## config.mk

```make
export PLATFORM = sky130hd
export DESIGN_NAME = tglmem_module
export DESIGN_NICKNAME = d
export VERILOG_FILES = /design/src/rtl/tglmem_pkg.sv /design/src/rtl/tglmem_gate.sv /design/src/rtl/tglmem_row.sv /design/src/rtl/tglmem_capture.sv /design/src/rtl/tglmem_module.sv
export SDC_FILE = /design/constraint.sdc
export NUM_CORES = 1
export LEC_CHECK = 0
export BUFFER_PORTS_ARGS = -buffer_cell sky130_fd_sc_hd__buf_2
export CAP_MARGIN = 15
export CORE_MARGIN = 1
export CORE_UTILIZATION = 50
export DETAILED_ROUTE_END_ITERATION = 16
export PLACE_DENSITY = 0.79
export SYNTH_ARGS = -nofsm -noshare
export SYNTH_HDL_FRONTEND = slang
export SYNTH_HIERARCHICAL = 1
export SYNTH_SLANG_ARGS = --single-unit
```

## constraint.sdc

```tcl
create_clock -name clk -period 1.45 [get_ports clk]
set_clock_uncertainty 0.05 [all_clocks]
set_input_delay 0 -clock clk [delete_from_list [all_inputs] [get_ports clk]]
set_output_delay 0 -clock clk [all_outputs]
set_load 0.02 [all_outputs]
```

## src/rtl/tglmem_pkg.sv

```systemverilog
package tglmem_pkg;
  localparam int unsigned TGL_ROWS_DEF = 8;
  localparam int unsigned TGL_COLS_DEF = 8;
endpackage

```

## src/rtl/tglmem_gate.sv

```systemverilog
module tglmem_gate #(
  parameter int unsigned ROWS = 8,
  parameter int unsigned COLS = 8
) (
  input  logic            mod_act,
  input  logic            tgl_stb,
  input  logic [ROWS-1:0] row_sel,
  input  logic [COLS-1:0] col_mask,
  output logic [ROWS-1:0] row_go,
  output logic [COLS-1:0] col_go,
  output logic            any_go
);
  // module-active feeds both the row and the column gates
  assign row_go = row_sel & {ROWS{mod_act & tgl_stb}};
  assign col_go = col_mask & {COLS{mod_act}};
  assign any_go = |row_go;
endmodule

```

## src/rtl/tglmem_row.sv

```systemverilog
module tglmem_row #(
  parameter int unsigned COLS = 8
) (
  input  logic            clk,
  input  logic            rst_n,
  input  logic            row_go,
  input  logic [COLS-1:0] col_go,
  input  logic            flip_pol,
  output logic [COLS-1:0] cells,
  output logic            pol
);
  for (genvar c = 0; c < COLS; c++) begin : g_cell
    always_ff @(posedge clk) begin
      if (!rst_n)                  cells[c] <= 1'b0;
      else if (row_go && col_go[c]) cells[c] <= ~cells[c];
    end
  end

  always_ff @(posedge clk) begin
    if (!rst_n)                   pol <= 1'b0;
    else if (row_go && flip_pol)  pol <= ~pol;
  end

  // a row without its go signal keeps cells and flag
  p_row_hold_r4: assert property (@(posedge clk) disable iff (!rst_n)
    !row_go |=> ($stable(cells) && $stable(pol)));

  // a flip request inverts the flag
  p_flag_flip_r7: assert property (@(posedge clk) disable iff (!rst_n)
    (row_go && flip_pol) |=> (pol != $past(pol)));

  // full-mask strobe inverts every cell of the row
  p_full_invert_r2: assert property (@(posedge clk) disable iff (!rst_n)
    (row_go && (col_go == {COLS{1'b1}})) |=> (cells == ~$past(cells)));
endmodule

```

## src/rtl/tglmem_capture.sv

```systemverilog
module tglmem_capture #(
  parameter int unsigned COLS = 8
) (
  input  logic            clk,
  input  logic            rst_n,
  input  logic            any_go,
  input  logic [COLS-1:0] col_go,
  input  logic [COLS-1:0] next_val,
  output logic [COLS-1:0] rd_data
);
  for (genvar c = 0; c < COLS; c++) begin : g_cap
    always_ff @(posedge clk) begin
      if (!rst_n)                   rd_data[c] <= 1'b0;
      else if (any_go && col_go[c]) rd_data[c] <= next_val[c];
    end
  end

  // no effective strobe, no change on the bus
  p_latch_hold_r6: assert property (@(posedge clk) disable iff (!rst_n)
    !any_go |=> $stable(rd_data));
endmodule

```

## src/rtl/tglmem_module.sv

```systemverilog
module tglmem_module
  import tglmem_pkg::*;
#(
  parameter int unsigned ROWS = TGL_ROWS_DEF,
  parameter int unsigned COLS = TGL_COLS_DEF
) (
  input  logic            clk,
  input  logic            rst_n,
  input  logic [ROWS-1:0] row_sel,
  input  logic [COLS-1:0] col_mask,
  input  logic            mod_act,
  input  logic            tgl_stb,
  input  logic            flip_pol,
  output logic [COLS-1:0] rd_data
);
  logic [ROWS-1:0] row_go;
  logic [COLS-1:0] col_go;
  logic            any_go;
  logic [COLS-1:0] row_bits [ROWS];
  logic [ROWS-1:0] row_pol;
  logic [COLS-1:0] sel_bits;
  logic            sel_pol;
  logic [COLS-1:0] next_val;

  tglmem_gate #(.ROWS(ROWS), .COLS(COLS)) gate_i (
    .mod_act (mod_act),
    .tgl_stb (tgl_stb),
    .row_sel (row_sel),
    .col_mask(col_mask),
    .row_go  (row_go),
    .col_go  (col_go),
    .any_go  (any_go)
  );

  for (genvar r = 0; r < ROWS; r++) begin : g_row
    tglmem_row #(.COLS(COLS)) row_i (
      .clk     (clk),
      .rst_n   (rst_n),
      .row_go  (row_go[r]),
      .col_go  (col_go),
      .flip_pol(flip_pol),
      .cells   (row_bits[r]),
      .pol     (row_pol[r])
    );
  end

  // OR-select of the addressed row (one-hot select)
  always_comb begin
    sel_bits = '0;
    sel_pol  = 1'b0;
    for (int r = 0; r < ROWS; r++) begin
      if (row_sel[r]) begin
        sel_bits = sel_bits | row_bits[r];
        sel_pol  = sel_pol | row_pol[r];
      end
    end
  end

  // logical value of the row after this strobe: toggled cells XOR updated flag
  assign next_val = (sel_bits ^ col_go) ^ {COLS{sel_pol ^ flip_pol}};

  tglmem_capture #(.COLS(COLS)) cap_i (
    .clk     (clk),
    .rst_n   (rst_n),
    .any_go  (any_go),
    .col_go  (col_go),
    .next_val(next_val),
    .rd_data (rd_data)
  );

  // controller keeps the row select one-hot while strobing
  p_onehot_sel_r9: assert property (@(posedge clk) disable iff (!rst_n)
    tgl_stb |-> $onehot0(row_sel));

  // a parked module leaves the read bus untouched
  p_parked_hold_r3: assert property (@(posedge clk) disable iff (!rst_n)
    !mod_act |=> $stable(rd_data));

  // unmasked columns keep their captured bit
  p_unmasked_hold_r6: assert property (@(posedge clk) disable iff (!rst_n)
    (col_mask == '0) |=> $stable(rd_data));
endmodule

```

==> results of run 1 <==
==> critical path, stage by stage (launching register included) <==
cell and delay (ps):
dfxtp_2 330, a22oi_2 220, nand4_4 130, xor2_4 180, buf_12 160, xnor2_2 130
nand2_1 90, mux2i_1 180
==> per-stage QoR <==
stage	utilization	worst slack, ps	instance area [um^2]
floorplan	-	61.49	4464
global placement	0.5391	-24.32	4678
detailed placement	0.5391	-71.95	4678
CTS	0.5715	-14.23	4960
global route	0.5786	-189.3	5021
finish	0.5786	-105.9	5021
==> cell type report <==
cell class / count / area, um^2
clock inverters: 6 / 107.6
multi-input cells: 402 / 2721
clock buffers: 10 / 127.6
well taps: 108 / 135.1
flip-flops and latches: 80 / 1607
repair buffers: 45 / 322.8
fillers: 751 / 3657
==> state kept, by name (all words and copies together), names as in the netlist <==
register and count:
g_row.row_i/pol 8, cap_i/rd_data 8, g_row.row_i/cells 64
==> timing repair <==
item / 4_1_cts / 5_1_grt
cloned: 0 / 0
buffers inserted: 2 / 1
pin swaps: 2 / 2
hold endpoints to repair: 1 / 0
gates resized for setup: 4 / 9
hold buffers: 1 / 0
endpoints found under the setup margin: 8 / 8
==> worst max-delay path by stage <==
stage	cells past startpoint	startpoint	end
2_1_floorplan	6	g_row[4].row_i/pol	cap_i/rd_data[4]
3_3_place_gp	6	g_row[4].row_i/pol	cap_i/rd_data[6]
3_5_place_dp	6	g_row[4].row_i/pol	cap_i/rd_data[7]
4_1_cts	7	g_row[4].row_i/pol	cap_i/rd_data[4]
5_1_grt	7	g_row[2].row_i/pol	cap_i/rd_data[4]
6_report	7	g_row[2].row_i/pol	cap_i/rd_data[4]
==> logic make-up after synthesis <==
kind of cell / count (synthesis)
muxes: 80
AOI/OAI and AO/OA: 37
buffers and inverters: 28
and+or+nand+nor: 268
DFF: 80
xor gates and xnor gates: 17
==> layout by cell type (no fill, tap or decap), drive strengths merged <==
master / n
a21oi: 1
a22oi: 36
nand2b: 8
nand2: 169
xor2: 1
bufinv: 3
xnor2: 16
or2b: 64
nor4: 2
clkbuf: 10
dlygate4sd3: 1
clkinv: 2
and2: 8
buf: 44
dfxtp: 80
nand4: 9
and3: 8
clkinvlp: 1
mux2i: 80
==> power breakdown <==
group / switching, W / total, W / internal [W]
clock network: 0.000840 / 0.00198 / 0.00114
logic: 0.000421 / 0.000777 / 0.000356
registers: 0.0000446 / 0.00230 / 0.00225
==> per-layer routing <==
| metal | up-vias | GRT usage |
|---|---|---|
| li1 | 1749 | - |
| met1 | 1802 | 0.2868 |
| met2 | 95 | 0.4261 |
| met3 | 43 | 0.03443 |
| met4 | 0 | 0.1777 |
| met5 | - | 0 |
==> metrics, run 1 <==
antenna cells 0; Synth Warn # 6; Worst R2R Setup Slack -110 ps; sink of the worst hold path g_row[1].row_i/cells[2]; layout cells sized above 1 0.1676; detailed-routed wire length on met3 419 um; core area ~8700 um^2; gpl congestion 0.8770; GR Util All Layers 0.2500; WL final 10980 um; Clock Latency Late Sink 360 ps; RSZ-0062 raised after global routing true; Setup TNS -287.7 ps; RR Startpoint g_row[2].row_i/pol; most common cell in the netlist nand2_1; Lkg Pwr 2.540 nW; total number of vias 3689; Inserted Clock Buffers 9; compound-gate portion of the synthesized area 0.07203; Max IR drop VDD 556.0 uV; Synth Cell Area roughly 4500 um^2; largest net degree at the start of global routing 53; area delta synth->final 12.47%; register area share after synthesis 0.3587; failing checks negative setup slack; Unique masters post-synth 23; critical path required time 1680 ps; setup slack after layout -105.9 ps; min cycle time layout 1556 ps; CP endpoint kind register; Final period util 1.073; Final ANT Viol Nets 0; first-pass GRT wire length 17460 um; number of global-route vias before repair 3654; CTS Root Cell clkbuf_8; HPWL after DPL 7427 um; CTS sink cnt 80; max layer used met4; critical path fanouts, max 8; Hold WS 3.092 ps; post-synthesis cell count 510; Port Buffer Count 28; Final Hold Viols 0; ys async rst share 0; initial antenna violation count 0; GRT overflow 0; WHS Path Cells 3; Mapped Nets around 530; routed metal-1 wirelength 4498 um; DP Cell Count around 630; EDFF count, synth 0; Reg-to-Reg End cap_i/rd_data[4]; simple-gate share of the synthesized area 0.3061; largest family of logic cells by synthesized area simple AND/OR/NAND/NOR gates; status complete, but fails checks; Synth area leader dfxtp_1; Highest Clock Rate approximately 640 MHz; commonest cells in the netlist nand2_1, dfxtp_1, mux2i_1, or2b_1, a22oi_1; Synth Area in Adders 0; Register-to-Register Path Depth 7; die footprint roughly 9300 um^2; worst-margin pin slew 648.4 ps; DR WL/cell roughly 17 um; hold path startpoint rst_n; PnR Total Power roughly 0.0051 W; final slew viol count 0; Power Dens Cells just over 1000 nW/um^2; number of DRC markers in iteration 0 192; Seq cells post-synth 80; Setup violations, final 8; met2 WL 5499 um; IO Count 29; top_reg_cell synth dfxtp_1; # DRC 0; Max-cap violations 0; Pre-antenna DRT Iters 5; Final Instance Count excl. Fillers 651; H-tree level count 3; Min-Delay Path Class primary input to register; synth top area cells dfxtp_1, mux2i_1, nand2_1; XOR/XNOR Fraction of Synth Area 0.03756; Vias/cell 5.667; site row count 34; die height 96.49 um; clk slew on worst S/H paths 80 ps; crit path DAT 1780 ps; Max transition margin 0.5677; Crit Path Class register to register; Layout Nets about 560; DIE WIDTH around 96 um; Initial Utilization 0.5144; Max Root-Sink Buffers 2; syn_area_per_cell 8.753 um^2; CTS tree yes; crit start category register; area share of the largest cell type after synthesis 0.3587; multiplexer area fraction after synthesis 0.1794
No activity file was read; power rests on OpenSTA's default activity.
==> run 2, diff against run 1 <==
--- a/config.mk
+++ b/config.mk
@@ -11,6 +11,7 @@
 export CORE_UTILIZATION = 50
 export DETAILED_ROUTE_END_ITERATION = 16
 export PLACE_DENSITY = 0.79
+export RECOVER_POWER = 100
 export SYNTH_ARGS = -nofsm -noshare
 export SYNTH_HDL_FRONTEND = slang
 export SYNTH_HIERARCHICAL = 1
==> metrics, run 2 (same netlist as run 1, synthesis figures left out) <==
min cycle time layout 1557 ps (+1.070 ps); final slew viol count 0 (unchanged); worst-path cell chain a22oi_2 -> nand4_4 -> xor2_4 -> buf_12 -> xnor2_2 -> nand2_1 -> mux2i_1; initial antenna violation count 0 (unchanged); Cell Area, Placed 4678 um^2 (unchanged); layout cells sized above 1 0.1584 (-0.009208); final core utilization 0.5779 (-0.0007210); CP endpoint kind register; critical path required time 1670 ps (about the same); H-tree level count 3 (unchanged); area delta synth->final 12.33%; Highest Clock Rate 642.3 MHz (about the same); first-pass GRT wire length 17460 um (unchanged); Final Hold Viols 0 (unchanged); Max transition margin 0.4886 (-0.07914); die footprint 9310 um^2 (unchanged); RSZ-0062 raised after global routing true; DR WL/cell 16.83 um (-0.19%); worst-margin pin slew 767.2 ps (+118.7 ps); GRT overflow 0 (unchanged); IO Count 29 (unchanged); CTS Root Cell clkbuf_8; worst path bufs/invs 1 (unchanged); Max IR drop VDD 555.9 uV (about the same); site row count 34 (unchanged); GR Util All Layers 0.2500 (unchanged); CTS tree yes; die height 96.49 um (unchanged); number of global-route vias before repair 3654 (unchanged); number of DRC markers in iteration 0 196 (+2.1%); Power Dens Cells 1006 nW/um^2 (about the same); Final ANT Viol Nets 0 (unchanged); most frequent cells in the layout nand2_1, mux2i_1, dfxtp_1, or2b_1, a22oi_1; Port Buffer Count 28 (unchanged); critical path fanouts, max 8 (unchanged); Lkg Pwr 2.533 nW (-0.29%); Final period util 1.074 (about the same); # DRC 0 (unchanged); failing checks negative setup slack; clk slew on worst S/H paths 80 ps (about the same); Vias/cell 5.653 (-0.24%); setup slack after layout -107.0 ps (-1.070 ps); Worst path top cell family by delay flip-flops; Max Root-Sink Buffers 2 (unchanged); core area 8678 um^2 (unchanged); Worst R2R Setup Slack -110 ps (about the same); Pre-antenna DRT Iters 4 (-1); Largest regs g_row.row_i/cells x64, cap_i/rd_data x8, g_row.row_i/pol x8; Setup violations, final 8 (unchanged); Design Area, Final 5015 um^2 (-0.12%); gpl congestion 0.8770 (unchanged); Crit Path Class register to register; WL final 10960 um (-0.19%); status complete, but fails checks; Inserted Clock Buffers 9 (unchanged); total number of vias 3680 (-0.24%); max FFs per register 64 (unchanged); commonest non-fill, non-tap cell in the layout nand2_1; crit start category register; HPWL after DPL 7427 um (unchanged); DIE WIDTH 96.49 um (unchanged); crit-path max cell delay 330 ps (about the same); Largest Register g_row.row_i/cells; Initial Utilization 0.5144 (unchanged); Max-cap violations 0 (unchanged); slowest CP cell dfxtp_2; crit path DAT 1780 ps (about the same); Clock Latency Late Sink 360 ps (about the same); antenna cells 0 (unchanged); largest net degree at the start of global routing 53 (unchanged); Min-Delay Path Class primary input to register; Layout Nets 559 (unchanged); Filler Cell Count 753 (+0.27%); CTS sink cnt 80 (unchanged)
## run 2: cell count changes in the layout (fill, tap and decap cells not counted)
| cell | change |
|---|---|
| clkbuf_1 | +3 |
| buf_2 | -3 |
| and3_2 | -2 |
| and3_1 | +2 |
## run 2: what timing repair did
| action | in CTS | in global routing |
|---|---|---|
| resized for setup | 4 | 9 |
| hold buffers | 1 | 0 |
| buffers inserted | 2 | 1 |
| pin swaps | 2 | 2 |
| setup endpoints to repair | 8 | 8 |
| endpoints found under the hold margin | 1 | 0 |
## run 2: stage by stage
step / setup WS, ps / total power [W] / hold slack (ps) / std cells / setup TNS, ps
detailed placement: -71.95 / 0.003022 / 376.3 / 632 / -382.5
CTS: -14.23 / 0.004987 / 0.8329 / 651 / -39.76
global placement: -24.32 / 0.003003 / 368.8 / 632 / -62.10
floorplan: 61.49 / 0.002844 / 125.1 / 510 / 0
finish: -107.0 / 0.005043 / 9.213 / 651 / -289.0
global route: -189.3 / 0.005213 / 17.68 / 651 / -918.2
## run 2: routing by layer
| layer | vias to the layer above | global-route usage | part of all wire |
|---|---|---|---|
| li1 | 1749 | - | - |
| met1 | 1794 | 0.2868 | 0.41 |
| met2 | 91 | 0.4261 | 0.50 |
| met3 | 46 | 0.03443 | 0.036 |
| met4 | 0 | 0.1777 | 0.053 |
| met5 | - | 0 | 0 |
## run 2: worst reg2reg max path, stage by stage (launching register included)
cell and delay [ps]:
dfxtp_2 330, a22oi_2 220, nand4_4 130, xor2_4 180, buf_12 160, xnor2_2 130, nand2_1 90, mux2i_1 170
## run 2: cell type report
cell class	instances	area [um^2]	area share
multi-input combinational	402	2719	0.5422
sequential	80	1607	0.3204
timing repair buffer	45	319.1	0.06362
tap	108	135.1	0.02695
clock buffer	10	127.6	0.02545
clock inverter	6	107.6	0.02146
## run 2: report_power, final
group / leakage (nW) / internal (W) / switching, W
registers: 0.650 / 0.00225 / 0.0000445
logic: 1.77 / 0.000354 / 0.000422
clock network: 0.116 / 0.00114 / 0.000832
## run 2: path summary, 6_finish.rpt
path | start | to | cells after the start
hold reg to reg | cap_i/rd_data[0] | cap_i/rd_data[0] | 2
setup reg to reg | g_row[2].row_i/pol | cap_i/rd_data[4] | 7
setup / recovery | g_row[2].row_i/pol | cap_i/rd_data[4] | 7
hold / removal | rst_n | g_row[1].row_i/cells[2] | 3
==> run 3, diff against run 2 <==
--- a/config.mk
+++ b/config.mk
@@ -10,9 +10,7 @@
 export CORE_MARGIN = 1
 export CORE_UTILIZATION = 50
 export DETAILED_ROUTE_END_ITERATION = 16
-export PLACE_DENSITY = 0.79
-export RECOVER_POWER = 100
+export PLACE_DENSITY = 0.8
 export SYNTH_ARGS = -nofsm -noshare
 export SYNTH_HDL_FRONTEND = slang
-export SYNTH_HIERARCHICAL = 1
 export SYNTH_SLANG_ARGS = --single-unit
==> metrics, run 3 <==
Max IR drop VDD 713.3 uV (+28%); Seq cells post-synth 80 (unchanged); Max-cap violations 0 (unchanged); FF+latch area 1607 um^2 (unchanged); HPWL after DPL 6214 um (-16%); worst path bufs/invs 1 (unchanged); initial antenna violation count 0 (unchanged); commonest non-fill, non-tap cell in the layout dfxtp_1; most frequent cells in the layout dfxtp_1, nand2_1, xnor2_1, and2_1, a22oi_1; die footprint 7978 um^2 (-14%); CTS Root Cell clkbuf_8; Lkg Pwr 1.694 nW (-33%); Vias/cell 5.336 (-5.6%); Layout Nets 476 (-15%); core area 7331 um^2 (-16%); commonest cells in the netlist dfxtp_1, and2_1, nand2_1, xnor2_1, a22oi_1; synth top area cells dfxtp_1, xnor2_1, and2_1; GR Util All Layers 0.2520 (+0.001995); # DRC 0 (unchanged); top_reg_cell synth dfxtp_1; EDFF count, synth 0 (unchanged); most common cell in the netlist dfxtp_1; H-tree level count 3 (unchanged); layout cells sized above 1 0.1790 (+0.02066); DR WL/cell 16.19 um (-3.8%); WL final 9019 um (-18%); final slew viol count 0 (unchanged); Min-Delay Path Class primary input to register; Inserted Clock Buffers 9 (unchanged); area share of the largest cell type after synthesis 0.4201 (+0.06134); number of global-route vias before repair 2957 (-19%); Crit Path Class register to register; slowest CP cell dfxtp_2; worst-path cell chain a22oi_2 -> nand4_4 -> xor2_4 -> buf_6 -> xor2_1 -> a21oi_1; RSZ-0062 raised after global routing true; crit path DAT 1600 ps (-180 ps); Initial Utilization 0.5201 (+0.005637); Final ANT Viol Nets 0 (unchanged); CTS sink cnt 80 (unchanged); clk slew on worst S/H paths 70 ps (about the same); syn_area_per_cell 9.099 um^2 (+3.9%); Max transition margin 0.6719 (+0.1834); Unique masters post-synth 19 (-17%); final core utilization 0.5904 (+0.01252); DIE WIDTH 89.32 um (-7.4%); multi-input logic area 2046 um^2 (-25%); Synth Cell Area 3812 um^2 (-15%); Max Root-Sink Buffers 2 (unchanged); register area share after synthesis 0.4201 (+0.06134); area delta synth->final 13.52%; min cycle time layout 1415 ps (-141.6 ps); Final period util 0.9762 (-0.09765); Synth area leader dfxtp_1; largest net degree at the start of global routing 81 (+53%); worst-margin pin slew 491.8 ps (-275.3 ps); DP Cell Count 541 (-14%); Filler Cell Count 607 (-19%); max FFs per register 64 (unchanged); site row count 31 (-8.8%); post-synthesis cell count 419 (-18%); Synth Warn # 0 (-6); gpl congestion 0.7990 (-8.9%); first-pass GRT wire length 14630 um (-16%); crit-path max cell delay 330 ps (about the same); Largest regs g_row.row_i.cells x64, cap_i.rd_data x8, g_row.row_i.pol x8; die height 89.32 um (-7.4%); Worst path top cell family by delay XOR/XNOR gates; Clock Latency Late Sink 340 ps (-20 ps); Largest Register g_row.row_i.cells; antenna cells 0 (unchanged); number of DRC markers in iteration 0 170 (-13%); Highest Clock Rate 706.5 MHz (+10%); Power Dens Cells 1015 nW/um^2 (+0.88%); Final Instance Count excl. Fillers 557 (-14%); total number of vias 2972 (-19%); Setup violations, final 0 (-8); CTS tree yes; status finished clean; GRT overflow 0 (unchanged); IO Count 29 (unchanged); Mapped Nets 440 (-17%); Port Buffer Count 28 (unchanged); PnR Total Power 0.004391 W (-13%); critical path required time 1640 ps (-30 ps); crit start category register; CP endpoint kind register; critical path fanouts, max 5 (-3); ys async rst share 0 (unchanged); Final Hold Viols 0 (unchanged); Pre-antenna DRT Iters 4 (unchanged)
[run 3: changes by cell type in the layout (fill, tap and decap cells not counted), moves of 13 or more]
| cell | previous run | this run |
|---|---|---|
| and3_1 | 3 | 16 |
| buf_4 | 13 | 26 |
| nand2_1 | 168 | 72 |
| and2_1 | 3 | 72 |
| or2b_1 | 64 | 0 |
| mux2i_1 | 80 | 0 |
| xnor2_1 | 8 | 72 |
[run 3: what timing repair did]
item,in CTS,in global routing
pin swaps,2,12
setup endpoints to repair,8,8
gates resized for setup,1,5
hold buffers,0,0
endpoints found under the hold margin,0,0
buffers inserted,2,0
[run 3: final timing paths]
check                     start                 endpoint  slack (ps)  depth (start not counted)
max          g_row[6].row_i.pol         cap_i.rd_data[0]          30                          6
min                 col_mask[6]  g_row[7].row_i.cells[6]          70                          4
max reg2reg  g_row[6].row_i.pol         cap_i.rd_data[0]          30                          6
min reg2reg    cap_i.rd_data[1]         cap_i.rd_data[1]         480                          2
[run 3: layout make-up]
| class | count | area share |
|---|---|---|
| Multi-Input combinational cell | 306 | 0.4727 |
| Sequential cell | 80 | 0.3712 |
| Timing Repair Buffer | 58 | 0.09193 |
| Tap cell | 99 | 0.02862 |
| Clock inverter | 1 | 0.001156 |
| Clock buffer | 13 | 0.03440 |
[run 3: cells by family after synthesis]
kind of cell	share of synthesized area
buffers and inverters	0.04332
flip-flops	0.4201
AND/OR/NAND/NOR	0.2484
XOR/XNOR	0.1910
AO/OA/AOI/OAI	0.09715
[run 3: power breakdown]
part / internal, W / total, W / leakage (nW) / switching, W
Combinational: 0.000314 / 0.000668 / 0.962 / 0.000353
Sequential: 0.00229 / 0.00235 / 0.653 / 0.0000635
Clock: 0.000650 / 0.00137 / 0.0794 / 0.000722
[run 3: metal layers]
metal  wire, um  global-route usage  share of wire
met1       3944              0.3156           0.44
met2       4475              0.4323           0.50
met4         76             0.07504         0.0084
met3        522             0.05817          0.058
met5          0                   0              0
[run 3: worst min-delay path: stages]
cell	delay [ps]
buf_2	150
nand2_1	80
xnor2_1	50
and2_1	140
[run 3: stage by stage]
stage / TNS, ps / hold WS (ps) / setup slack [ps] / instance area, um^2
after detailed placement: -546.1 / 391.7 / -78.31 / 4146
after global routing: -41.68 / 75.54 / -23.30 / 4328
after floorplan: 0 / 271.8 / 106.5 / 3812
after CTS: 0 / 63.03 / 0.5076 / 4319
after global placement: -263.7 / 391.1 / -35.67 / 4146
final: 0 / 69.21 / 34.58 / 4328
